$ cat src/rtl/dlc_pkg.sv
package dlc_pkg;
  typedef enum logic [1:0] {
    MODE_RUN      = 2'b00,
    MODE_GND_LOW  = 2'b01,
    MODE_GND_HIGH = 2'b10,
    MODE_FLOAT    = 2'b11
  } mode_e;

  typedef struct packed {
    logic [1:0] rsvd;
    logic       load_b;
    logic       load_a;
    logic       spare;
    logic       sel_b;
    mode_e      pd;
  } ctrl_t;

  localparam int unsigned CTRL_W = $bits(ctrl_t);
  localparam int unsigned NUM_CH = 2;
endpackage

$ cat src/rtl/dlc_decode.sv
module dlc_decode
  import dlc_pkg::*;
#(
  parameter int unsigned DATA_W = 16,
  localparam int unsigned WORD_W = DATA_W + CTRL_W
) (
  input  logic              valid_i,
  input  logic [WORD_W-1:0] word_i,
  output logic [NUM_CH-1:0] wr_o,
  output logic [NUM_CH-1:0] ld_o,
  output mode_e             pd_o,
  output logic [DATA_W-1:0] data_o,
  output logic              bad_o
);
  ctrl_t ctrl;
  logic  ok;
  logic  unused_spare;

  assign ctrl         = ctrl_t'(word_i[WORD_W-1:DATA_W]);
  assign data_o       = word_i[DATA_W-1:0];
  assign pd_o         = ctrl.pd;
  assign ok           = valid_i && (ctrl.rsvd == 2'b00);
  assign bad_o        = valid_i && (ctrl.rsvd != 2'b00);
  assign unused_spare = ctrl.spare;
  assign ld_o         = ok ? {ctrl.load_b, ctrl.load_a} : '0;

  for (genvar i = 0; i < NUM_CH; i++) begin : g_sel
    assign wr_o[i] = ok && (ctrl.sel_b == 1'(i));
  end
endmodule

$ cat src/rtl/dlc_channel.sv
module dlc_channel
  import dlc_pkg::*;
#(
  parameter int unsigned DATA_W = 16
) (
  input  logic              clk_i,
  input  logic              rst_ni,
  input  logic              wr_i,
  input  logic              ld_i,
  input  mode_e             pd_i,
  input  logic [DATA_W-1:0] data_i,
  output logic [DATA_W-1:0] code_o,
  output mode_e             mode_o,
  output logic              upd_o
);
  logic [DATA_W-1:0] stg_data_q, stg_data_d;
  mode_e             stg_mode_q, stg_mode_d;

  // staged value as seen after this frame's write (load uses it)
  always_comb begin
    stg_data_d = stg_data_q;
    stg_mode_d = stg_mode_q;
    if (wr_i) begin
      stg_mode_d = pd_i;
      if (pd_i == MODE_RUN) stg_data_d = data_i;
    end
  end

  always_ff @(posedge clk_i or negedge rst_ni) begin
    if (!rst_ni) begin
      stg_data_q <= '0;
      stg_mode_q <= MODE_RUN;
      code_o     <= '0;
      mode_o     <= MODE_RUN;
      upd_o      <= 1'b0;
    end else begin
      stg_data_q <= stg_data_d;
      stg_mode_q <= stg_mode_d;
      upd_o      <= ld_i;
      if (ld_i) begin
        mode_o <= stg_mode_d;
        if (stg_mode_d == MODE_RUN) code_o <= stg_data_d;
      end
    end
  end
endmodule

$ cat src/rtl/dual_load_ctrl.sv
module dual_load_ctrl
  import dlc_pkg::*;
#(
  parameter int unsigned DATA_W = 16,
  localparam int unsigned WORD_W = DATA_W + CTRL_W
) (
  input  logic              clk_i,
  input  logic              rst_ni,
  input  logic              cmd_valid_i,
  input  logic [WORD_W-1:0] cmd_word_i,
  output logic [DATA_W-1:0] code_a_o,
  output logic [1:0]        mode_a_o,
  output logic [DATA_W-1:0] code_b_o,
  output logic [1:0]        mode_b_o,
  output logic              upd_a_o,
  output logic              upd_b_o,
  output logic              cmd_err_o
);
  logic [NUM_CH-1:0] wr, ld, upd;
  mode_e             pd;
  logic [DATA_W-1:0] data;
  logic              bad;
  logic [DATA_W-1:0] code [NUM_CH];
  mode_e             mode [NUM_CH];

  dlc_decode #(.DATA_W(DATA_W)) i_decode (
    .valid_i (cmd_valid_i),
    .word_i  (cmd_word_i),
    .wr_o    (wr),
    .ld_o    (ld),
    .pd_o    (pd),
    .data_o  (data),
    .bad_o   (bad)
  );

  for (genvar i = 0; i < NUM_CH; i++) begin : g_ch
    dlc_channel #(.DATA_W(DATA_W)) i_channel (
      .clk_i  (clk_i),
      .rst_ni (rst_ni),
      .wr_i   (wr[i]),
      .ld_i   (ld[i]),
      .pd_i   (pd),
      .data_i (data),
      .code_o (code[i]),
      .mode_o (mode[i]),
      .upd_o  (upd[i])
    );
  end

  always_ff @(posedge clk_i or negedge rst_ni) begin
    if (!rst_ni)  cmd_err_o <= 1'b0;
    else if (bad) cmd_err_o <= 1'b1;
  end

  assign code_a_o = code[0];
  assign mode_a_o = mode[0];
  assign upd_a_o  = upd[0];
  assign code_b_o = code[1];
  assign mode_b_o = mode[1];
  assign upd_b_o  = upd[1];
endmodule

$ cat config.mk
export PLATFORM = sky130hd
export DESIGN_NAME = dual_load_ctrl
export DESIGN_NICKNAME = d
export VERILOG_FILES = /design/src/rtl/dlc_pkg.sv /design/src/rtl/dlc_decode.sv /design/src/rtl/dlc_channel.sv /design/src/rtl/dual_load_ctrl.sv
export SDC_FILE = /design/constraint.sdc
export NUM_CORES = 1
export LEC_CHECK = 0
export BUFFER_PORTS_ARGS = -buffer_cell sky130_fd_sc_hd__buf_2
export CAP_MARGIN = 20
export CORE_MARGIN = 2
export CORE_UTILIZATION = 48
export CTS_BUF_LIST = sky130_fd_sc_hd__clkbuf_8
export DETAILED_ROUTE_END_ITERATION = 16
export PLACE_DENSITY = 0.72
export SLEW_MARGIN = 20
export SYNTH_ARGS = -nofsm -noshare
export SYNTH_HDL_FRONTEND = slang
export SYNTH_SLANG_ARGS = --single-unit
$ cat constraint.sdc
create_clock -name clk_i -period 2 [get_ports clk_i]
set_input_delay 0.2 -clock clk_i [delete_from_list [all_inputs] [get_ports clk_i]]
set_output_delay 0.2 -clock clk_i [all_outputs]
set_load 0.03 [all_outputs]
* Word-level counts from Yosys, hierarchy flattened
Index checks and enable logic that the tools add are counted.
** Word-level totals
- RAM bits :: 0
- Register bits after elaboration :: 75
- Word-level logic and storage cells :: 30
- Memories :: 0
- Output and inout port bits :: 39
- ROM bits :: 0
- Input port bits :: 27
- Latch bits :: 0
** Operators by class
- $mul :: 0
- Div/mod/pow operators :: 0
- Shifts and indexed selects :: 0
- Multiplexer cells :: 7
- Add/sub/neg operators :: 0
- Equality and inequality tests :: 0
- Magnitude comparators :: 0
- Bitwise gates (word level) :: 1
- Reduce and logical (&&, ||, !) cells :: 11
** Operator list (number)
- $mux 16 :: 4
- $logic_not 2->1 :: 4
- $mux 2 :: 3
- $logic_and 1x1->1 :: 4
- $reduce_and 2->1 :: 2
- $reduce_bool 2->1 :: 1
- $not 1->1 :: 1

* Logic depth before layout (Yosys ltp)
Gate-level depths: netlist of run 1.
- Depth in word-level cells :: 6
- Mapped depth :: 6
- Gate-level depth less buffers :: 4

* Cells and area by module
A second synthesis of run 1 with hierarchy kept.
** Second synthesis, totals
- Cell total of the unflattened synthesis :: 257
- Area, all modules :: 3276.9 sq um
** By module, submodules not included
- dlc_channel :: cells each 116, area each 1525.2 sq um, times used 2
- dlc_decode :: cells each 23, area each 195.2 sq um, times used 1
- dual_load_ctrl :: cells each 2, area each 31.3 sq um, times used 1

* Worst setup path after synthesis of run 1
OpenSTA, ideal clock, no wires.
- Path type :: input-to-reg
- From :: input port cmd_word_i[18]
- To :: register g_ch[0].i_channel.code_o[10]
- Cell stages on the path :: 5
- Setup slack :: 0.350 ns
- Data required time :: 1.875 ns
- Data arrival time :: 1.525 ns
- Cells stage by stage :: nor4b_4 -> mux2i_1 -> nand3_2 -> buf_6 -> mux2_2
** Between the ends
- Word-level cells in the longest chain between the ends :: 5
- Elaborated cells between the ends (all ways) :: 6
- Those cells by class :: mux (2); bitwise (1); reduce/logical (3)
** RTL lines
- start: declaration :: RTL line dual_load_ctrl.sv:10 : input logic [WORD_W-1:0] cmd_word_i,
- $not 1->1 * :: RTL line dlc_decode.sv:28 : assign wr_o[i] = ok && (ctrl.sel_b == 1'(i));
- $logic_and 1x1->1 * :: RTL line dlc_decode.sv:28
- $mux 2 :: RTL line dlc_channel.sv:23 : if (wr_i) begin
- $logic_not 2->1 :: RTL line dlc_channel.sv:42 : if (stg_mode_d == MODE_RUN) code_o <= stg_data_d;
- $reduce_and 2->1 (no line)
- end signal: assignment :: RTL line dlc_channel.sv:42
- end: declaration :: RTL line dlc_channel.sv:12 : output logic [DATA_W-1:0] code_o,
Mark *: on every way between the ends. The rest lies on a longest branch, timed or not.
A chain may end at the register's enable or synchronous reset.

* Final worst setup path of run 1
- From :: input port cmd_word_i[18]
- To :: register g_ch[0].i_channel.code_o[7]
Same word-level chain as after synthesis.

==> reports/summary.json, run 1 <==
{
  "worst_setup_path": {
    "worst_ep_required_time_ns": 2.21,
    "endpoint_kind": "register",
    "critPathMaxFanout": 10,
    "path_class": "in2reg",
    "worstSetupStartpointType": "input pin",
    "critical_path_arrival_ns": 1.75
  },
  "finish": {
    "layout.cells.most_common_list": "sky130_fd_sc_hd__dfrtp_1 (75), sky130_fd_sc_hd__buf_2 (63), sky130_fd_sc_hd__mux2_2 (44)",
    "layout_commonest_cell": "sky130_fd_sc_hd__dfrtp_1",
    "antenna_cells_inserted": 0,
    "final_layout_size_suffix_gt1_share_pct": 61.7,
    "synthToLayoutAreaGrowth_pct": 20.9,
    "num-nets-final": 275,
    "final_cells": 328,
    "fillCellCount": 468,
    "final_core_utilization_pct": 60.2
  },
  "power_and_ir_drop": {
    "powerDensity_nw_per_um2": 1150,
    "leakage_power_total_nw": 1.89,
    "ir_worst_vdd_mv": 0.597
  },
  "synthesis": {
    "dominant_combinational_cell_family_by_area_after_synthesis": "multiplexers",
    "synthCells": 173,
    "synth-simple-area-share_pct": 4.29,
    "synth_compound_area_share_pct": 0.849,
    "synthesized_nets": 200,
    "synth.avg_cell_area_um2": 17.0,
    "yosysSeqAreaShare_pct": 63.7,
    "muxShareOfSynthArea_pct": 29.3,
    "yosys_warnings": 0,
    "synthesized_cell_area_um2": 2950,
    "synth_cell_type_count": 19,
    "yosys.area_share.adder_pct": 0,
    "yosys_register_bits": 75,
    "yosys.area_share.xor_xnor_pct": 0
  },
  "timing": {
    "rsz0062_at_grt": "false",
    "maxSlewViolCount": 0,
    "worst_slew_margin_relative_to_its_limit_pct": 69.2,
    "post-route-period-util_pct": 76.9,
    "period_needed_ns": 1.54,
    "tightest_slew_ns": 0.462,
    "fin_hold_ws_ns": 0.129,
    "endpoints_failing_hold": 0,
    "setup_tns_final_ns": 0,
    "setup-violations-final": 0,
    "clock.fmax_ghz": 0.650,
    "timing.clock.skew_ns": 0.00922
  },
  "min_path": {
    "worstHoldPathType": "in2reg"
  },
  "route": {
    "dr.first_iter.drc_count": 46,
    "route.detailed.drc": 0,
    "routed_wl_mm": 5.06,
    "first_pass_iters": 4,
    "wire_per_inst_um": 15.4,
    "postRouteAntennaNets": 0,
    "via_count_of_the_routed_design": 1627,
    "routed_via_density": 4.96
  },
  "floorplanning": {
    "core_area_um2": 5920,
    "top_level_ports": 66,
    "die_area_um2": 6780,
    "fp.dieW_um": 82.4,
    "num_rows": 28,
    "die_h_um": 82.4,
    "floorplan.initialDensity_pct": 49.8
  },
  "placed_design": {
    "gp_routability_congestion": 0.741,
    "placement.io_buffers": 64,
    "numPlacedInstances": 311,
    "estimated_wirelength_of_the_detail_placed_design_mm": 3.51
  },
  "clock_network": {
    "h_tree_lvl_count": 3,
    "cts_buffers": 9,
    "tritoncts_num_sinks": 75,
    "cts.path.max_buffers": 2,
    "clockRootBuffer": "sky130_fd_sc_hd__clkbuf_8",
    "cts-resized-gates": 0,
    "clkLatencyLatePin_ns": 0.32,
    "clk_transition_reported_paths_ns": 0.08,
    "tritoncts_clock_tree": "yes",
    "cts_setup_buffers": 0
  },
  "flow_run": {
    "max-cap-violations": 0
  },
  "global_route": {
    "grt_pass1_vias": 1658,
    "grt.overflow.total": 0,
    "global_route.usage.total_pct": 16.0,
    "number_of_antenna_violations_at_the_first_check_in_global_routing": 0,
    "maximum_number_of_pins_on_one_net_before_global_route_repair": 40,
    "global_route_wire_length_before_repair_mm": 7.95
  },
  "run_status": {
    "run_status": "finished, final reports clean"
  }
}
==> registers in the layout, summed over array words and instances (netlist names) <==
register,cells
g_ch.i_channel.code_o,32
g_ch.i_channel.stg_data_q,32
g_ch.i_channel.mode_o,4
g_ch.i_channel.stg_mode_q,4
g_ch.i_channel.upd_o,2
cmd_err_o,1
==> worst max-delay path: stages <==
cell and delay (ns):
sky130_fd_sc_hd__buf_2 0.15, sky130_fd_sc_hd__nor4b_4 0.44, sky130_fd_sc_hd__mux2i_1 0.35, sky130_fd_sc_hd__nand3_2 0.11, sky130_fd_sc_hd__buf_4 0.21, sky130_fd_sc_hd__mux2_2 0.29
==> report_power, final <==
part,switching (mW),total [mW],leakage [nW],internal (mW)
combinational,0.633,1.08,0.827,0.443
clock,0.512,1.06,0.102,0.548
sequential,0.125,1.96,0.961,1.84
==> cells by family after synthesis <==
family,after synthesis
AOI/OAI and AO/OA,5
and+or+nand+nor,15
buffers and inverters,8
muxes,70
DFF,75
==> per-stage QoR <==
stage	setup slack (ns)	total power [mW]	cell area, um2
after CTS	0.475	4.16	3560
after global routing	0.424	4.31	3560
after detailed placement	0.121	3.08	3360
after global placement	0.153	3.05	3360
after floorplan	0.350	2.74	2950
final	0.462	4.10	3560
==> worst paths after layout <==
path	startpoint	end	slack [ns]	cells after the start
min	cmd_word_i[7]	g_ch[0].i_channel.stg_data_q[7]	0.13	2
max in group asynchronous	rst_ni	g_ch[1].i_channel.stg_mode_q[1]	1.05	3
max reg2reg	g_ch[1].i_channel.stg_mode_q[0]	g_ch[1].i_channel.code_o[10]	0.64	4
max	cmd_word_i[18]	g_ch[0].i_channel.code_o[7]	0.46	6
min reg2reg	cmd_err_o	cmd_err_o	0.47	1
min in group asynchronous	rst_ni	g_ch[0].i_channel.code_o[11]	0.38	2
==> metal layers <==
layer / GRT usage (%) / wire length (um)
met2: 26.2 / 2540
met3: 3.91 / 224
met5: 0 / 0
met4: 7.00 / 39
met1: 20.3 / 2260
==> repair_timing <==
item,4_1_cts,5_1_grt
endpoints found under the hold margin,36,0
hold buffers,1,0
endpoints found under the setup margin,0,0
==> cell type report <==
type,count,area (um2),area share (%)
Tap cell,75,93.8,2.63
Multi-Input combinational cell,90,1010,28.4
Sequential cell,75,1880,52.7
Clock buffer,12,165,4.63
Clock inverter,4,23.8,0.667
Timing Repair Buffer,70,383,10.7
Inverter,2,7.51,0.211
==> synthesized netlist by cell type <==
cell type	instances	area, um2
sky130_fd_sc_hd__buf_2	3	15.0
sky130_fd_sc_hd__mux2i_1	3	30.0
sky130_fd_sc_hd__inv_1	2	7.51
sky130_fd_sc_hd__buf_6	3	33.8
sky130_fd_sc_hd__nand2_4	1	11.3
sky130_fd_sc_hd__nor3b_2	1	12.5
sky130_fd_sc_hd__o21ai_0	1	5.00
sky130_fd_sc_hd__nor4b_4	1	23.8
sky130_fd_sc_hd__and2_1	2	12.5
sky130_fd_sc_hd__mux2i_2	1	13.8
sky130_fd_sc_hd__mux2_1	2	22.5
sky130_fd_sc_hd__a21oi_1	4	20.0
sky130_fd_sc_hd__nand4bb_1	1	11.3
sky130_fd_sc_hd__mux2_4	20	300
sky130_fd_sc_hd__nor2_1	5	18.8
sky130_fd_sc_hd__mux2_2	44	495
sky130_fd_sc_hd__nand2b_1	1	6.26
sky130_fd_sc_hd__dfrtp_1	75	1880
sky130_fd_sc_hd__nand3_2	3	30.0
No activity file was read; power rests on OpenSTA's default activity.
==> inputs of run 2 (changes only) <==
- ABC_AREA: unset -> 1
- PLACE_DENSITY: 0.72 -> 0.71
- clock period: 2 -> 1.5 ns (I/O delays scaled with it)
==> run 2 against run 1 <==
  * Cell count increased by 79%
  * Combinational power is 27% higher
  * Clock-buffer cell count down 1
  * Sequential cell count stayed put
  * Highest routed layer unchanged
==> reports/summary.json, run 2 <==
{
  "synthesis": {
    "post_synth_main_area_contributors": "sky130_fd_sc_hd__dfrtp_1 (54%), sky130_fd_sc_hd__nand2_1 (24%), sky130_fd_sc_hd__o21ai_0 (5.2%), sky130_fd_sc_hd__nand3_1 (4.6%), sky130_fd_sc_hd__buf_6 (2.3%)",
    "yosys_most_used_dff": "sky130_fd_sc_hd__dfrtp_1",
    "synth.avg_cell_area": {"value": 8.25, "unit": "um2", "change": "-52%"},
    "synthesized_nets": {"value": 447, "change": "+120%"},
    "synth_edf_count": {"value": 0, "change": "unchanged"},
    "synthCells": {"value": 420, "change": "+140%"},
    "yosys_register_bits": {"value": 75, "change": "unchanged"},
    "ys_async_sr_fraction": {"value": 100, "unit": "%", "change": "unchanged"},
    "synth_common_cells": "sky130_fd_sc_hd__nand2_1 (219), sky130_fd_sc_hd__dfrtp_1 (75), sky130_fd_sc_hd__o21ai_0 (36), sky130_fd_sc_hd__nand3_1 (32), sky130_fd_sc_hd__inv_1 (10)",
    "yosys.area_share.xor_xnor": {"value": 0, "unit": "%", "change": "unchanged"},
    "yosysTopAreaCellShare": {"value": 54.2, "unit": "%", "change": "-9.5 points"},
    "netlist.top_cell.by_area": "sky130_fd_sc_hd__dfrtp_1",
    "yosys.area_share.adder": {"value": 0, "unit": "%", "change": "unchanged"},
    "dominant_combinational_cell_family_by_area_after_synthesis": "simple AND/OR/NAND/NOR gates",
    "synth_compound_area_share": {"value": 5.42, "unit": "%", "change": "+4.6 points"},
    "synthesized_cell_area": {"value": 3460, "unit": "um2", "change": "+18%"},
    "synth_cell_type_count": {"value": 22, "change": "+3"},
    "synth_most_common_cell": "sky130_fd_sc_hd__nand2_1",
    "muxShareOfSynthArea": {"value": 0, "unit": "%", "change": "-29 points"},
    "yosys_warnings": {"value": 0, "change": "unchanged"},
    "synth-simple-area-share": {"value": 34.6, "unit": "%", "change": "+30 points"},
    "yosysSeqAreaShare": {"value": 54.2, "unit": "%", "change": "-9.5 points"}
  },
  "global_route": {
    "grt.overflow.total": {"value": 0, "change": "unchanged"},
    "maximum_number_of_pins_on_one_net_before_global_route_repair": {"value": 76, "change": "+90%"},
    "number_of_antenna_violations_at_the_first_check_in_global_routing": {"value": 0, "change": "unchanged"},
    "global_route.usage.total": {"value": 20.0, "unit": "%", "change": "+3.9 points"},
    "global_route_wire_length_before_repair": {"value": 12.2, "unit": "mm", "change": "+53%"},
    "grt_pass1_vias": {"value": 2611, "change": "+57%"}
  },
  "finish": {
    "num-nets-final": {"value": 513, "change": "+87%"},
    "synthToLayoutAreaGrowth_pct": 17.8,
    "layout_commonest_cell": "sky130_fd_sc_hd__nand2_1",
    "layout.cells.most_common_list": "sky130_fd_sc_hd__nand2_1 (219), sky130_fd_sc_hd__dfrtp_1 (75), sky130_fd_sc_hd__buf_2 (64)",
    "antenna_cells_inserted": {"value": 0, "change": "unchanged"},
    "final_layout_size_suffix_gt1_share": {"value": 22.2, "unit": "%", "change": "-39 points"},
    "layout_top_registers": "g_ch.i_channel.code_o: 32 flops, g_ch.i_channel.stg_data_q: 32 flops",
    "layout.cell_area.non_filler": {"value": 4080, "unit": "um2", "change": "+15%"}
  },
  "floorplanning": {
    "core_area": {"value": 6910, "unit": "um2", "change": "+17%"},
    "die_h": {"value": 89.0, "unit": "um", "change": "+8.0%"},
    "die_area": {"value": 7910, "unit": "um2", "change": "+17%"},
    "floorplan.initialDensity": {"value": 50.2, "unit": "%", "change": "+0.40 points"},
    "fp.dieW": {"value": 89.0, "unit": "um", "change": "+8.0%"},
    "top_level_ports": {"value": 66, "change": "unchanged"},
    "num_rows": {"value": 30, "change": "+7.1%"}
  },
  "power_and_ir_drop": {
    "combPwrFrac": {"value": 24.9, "unit": "%", "change": "-1.3 points"},
    "seq_power_share": {"value": 46.6, "unit": "%", "change": "-1.3 points"},
    "leakage_power_total": {"value": 2.42, "unit": "nW", "change": "+28%"},
    "powerDensity": {"value": 1350, "unit": "nW/um2", "change": "+18%"},
    "part_of_the_total_power_dissipated_in_the_clock_network": {"value": 28.5, "unit": "%", "change": "+2.6 points"},
    "p_sw": {"value": 1.85, "unit": "mW", "change": "+46%"},
    "ir_worst_vdd": {"value": 0.636, "unit": "mV", "change": "+6.6%"},
    "switching_share": {"value": 33.6, "unit": "%", "change": "+2.6 points"},
    "internal_power": {"value": 3.66, "unit": "mW", "change": "+30%"}
  },
  "timing": {
    "worst_slew_margin_relative_to_its_limit": {"value": 74.0, "unit": "%", "change": "+4.8 points"},
    "timing.clock.skew": {"value": 0.00906, "unit": "ns", "change": "-0.000167 ns"},
    "period_needed_ns": 1.21,
    "endpoints_failing_hold": {"value": 0, "change": "unchanged"},
    "setup_tns_final": {"value": 0, "unit": "ns", "change": "unchanged"},
    "post-route-period-util_pct": 80.6,
    "rsz0062_at_grt": "false",
    "maxSlewViolCount": {"value": 0, "change": "unchanged"},
    "tightest_slew": {"value": 0.390, "unit": "ns", "change": "-0.0720 ns"},
    "setup-violations-final": {"value": 0, "change": "unchanged"},
    "clock.fmax_ghz": 0.827
  },
  "worst_setup_path": {
    "critPathMaxFanout": {"value": 16, "change": "+6"},
    "r2r_slack": {"value": 0.29, "unit": "ns", "change": "-0.35 ns"},
    "path_class": "reg2reg",
    "critical_path_arrival": {"value": 1.45, "unit": "ns", "change": "-0.30 ns"},
    "worstSetupStartpointType": "register",
    "endpoint_kind": "register",
    "worst_ep_required_time": {"value": 1.74, "unit": "ns", "change": "-0.47 ns"}
  },
  "route": {
    "postRouteAntennaNets": {"value": 0, "change": "unchanged"},
    "route.detailed.drc": {"value": 0, "change": "unchanged"},
    "routed_wl": {"value": 7.15, "unit": "mm", "change": "+41%"},
    "first_pass_iters": {"value": 4, "change": "unchanged"},
    "routed_via_density": {"value": 4.80, "change": "-3.2%"},
    "via_count_of_the_routed_design": {"value": 2819, "change": "+73%"},
    "wire_per_inst": {"value": 12.2, "unit": "um", "change": "-21%"},
    "dr.first_iter.drc_count": {"value": 140, "change": "+200%"}
  },
  "clock_network": {
    "tritoncts_num_sinks": {"value": 75, "change": "unchanged"},
    "cts_setup_buffers": {"value": 0, "change": "unchanged"},
    "tritoncts_clock_tree": "yes",
    "h_tree_lvl_count": {"value": 3, "change": "unchanged"},
    "clockRootBuffer": "sky130_fd_sc_hd__clkbuf_8",
    "cts.path.max_buffers": {"value": 2, "change": "unchanged"},
    "clk_transition_reported_paths": {"value": 0.07, "unit": "ns", "change": "about the same"},
    "cts_buffers": {"value": 9, "change": "unchanged"},
    "clkLatencyLatePin": {"value": 0.35, "unit": "ns", "change": "+0.03 ns"}
  },
  "placed_design": {
    "gp_routability_congestion": {"value": 0.885, "change": "+19%"},
    "placedInstanceArea": {"value": 3870, "unit": "um2", "change": "+15%"},
    "placement.io_buffers": {"value": 64, "change": "unchanged"},
    "estimated_wirelength_of_the_detail_placed_design": {"value": 4.88, "unit": "mm", "change": "+39%"}
  },
  "min_path": {
    "worstHoldPathType": "in2reg"
  },
  "run_status": {
    "run_status": "finished, final reports clean"
  },
  "flow_run": {
    "max-cap-violations": {"value": 0, "change": "unchanged"}
  }
}
-- run 2: cell count changes in the layout (fill, tap and decap cells not counted), moves of 3 or more --
cell	previous run	this run
sky130_fd_sc_hd__a21oi_1	4	0
sky130_fd_sc_hd__buf_4	5	8
sky130_fd_sc_hd__inv_1	2	11
sky130_fd_sc_hd__mux2_2	44	0
sky130_fd_sc_hd__mux2_4	20	0
sky130_fd_sc_hd__mux2i_1	3	0
sky130_fd_sc_hd__nand2_1	0	219
sky130_fd_sc_hd__nand2_2	0	3
sky130_fd_sc_hd__nand2_4	1	5
sky130_fd_sc_hd__nand3_1	0	32
sky130_fd_sc_hd__nand4_1	0	6
sky130_fd_sc_hd__nor2_1	5	0
sky130_fd_sc_hd__o21ai_0	1	36
-- run 2: kinds of logic (layout without fill, tap and decap cells) --
family,count (synthesis),count (layout)
AOI/OAI and AO/OA,37,37
DFF,75,75
buffers and inverters,35,106
and+or+nand+nor,273,273
-- run 2: final timing paths --
check,start,end,cells after the start
max,g_ch[0].i_channel.stg_mode_q[0],g_ch[0].i_channel.code_o[5],6
min reg2reg,g_ch[1].i_channel.code_o[2],g_ch[1].i_channel.code_o[2],2
max reg2reg,g_ch[0].i_channel.stg_mode_q[0],g_ch[0].i_channel.code_o[5],6
min in group asynchronous,rst_ni,g_ch[0].i_channel.mode_o[0],3
min,cmd_word_i[20],g_ch[0].i_channel.upd_o,3
max in group asynchronous,rst_ni,g_ch[1].i_channel.mode_o[0],3
-- run 2: repair_timing --
item                       CTS  global route
hold endpoints to repair    75             0
resized for setup            0             0
setup endpoints to repair    0             0
hold buffers                 1             0
-- run 2: power groups by stage --
| stage | Combinational (mW) | Clock (mW) | Sequential (mW) |
|---|---|---|---|
| floorplan | 0.632 | 0 | 2.93 |
| global placement | 1.35 | 0 | 2.60 |
| detailed placement | 1.37 | 0 | 2.60 |
| CTS | 1.38 | 1.61 | 2.57 |
| global route | 1.53 | 1.68 | 2.62 |
| finish | 1.37 | 1.57 | 2.57 |
-- run 2: worst max-delay path, cell delays in order, from the launching register on --
cell and delay [ns]:
sky130_fd_sc_hd__dfrtp_1 0.41, sky130_fd_sc_hd__inv_1 0.06, sky130_fd_sc_hd__nand2_1 0.04, sky130_fd_sc_hd__nand2_1 0.10, sky130_fd_sc_hd__nand3_2 0.27, sky130_fd_sc_hd__nand2_1 0.14
sky130_fd_sc_hd__nand2_1 0.07
-- run 2: stage by stage --
step	hold slack, ns	cells	setup slack [ns]	util [%]	power [mW]
detailed placement	0.213	570	0.0965	56.0	3.98
global placement	0.210	570	0.109	56.0	3.94
floorplan	-0.146	420	0.331	-	3.56
CTS	0.0288	587	0.277	59.1	5.57
global route	0.0453	587	0.142	59.1	5.83
finish	0.0395	587	0.292	59.1	5.52
-- run 2: cell type report --
type                       instances  area (um2)
tap                               96         120
timing repair buffer              75         430
inverter                          15        61.3
fill                             666        2830
multi-input combinational        310        1390
clock inverter                     5        52.6
sequential                        75        1880
clock buffer                      11         151
-- run 2: metal layers --
layer	up-vias	part of all wire, %	global-route usage, %
li1	1465	-	-
met1	1257	48	28.1
met2	75	44	29.0
met3	22	4.6	3.05
met4	0	3.7	12.5
met5	-	0	0
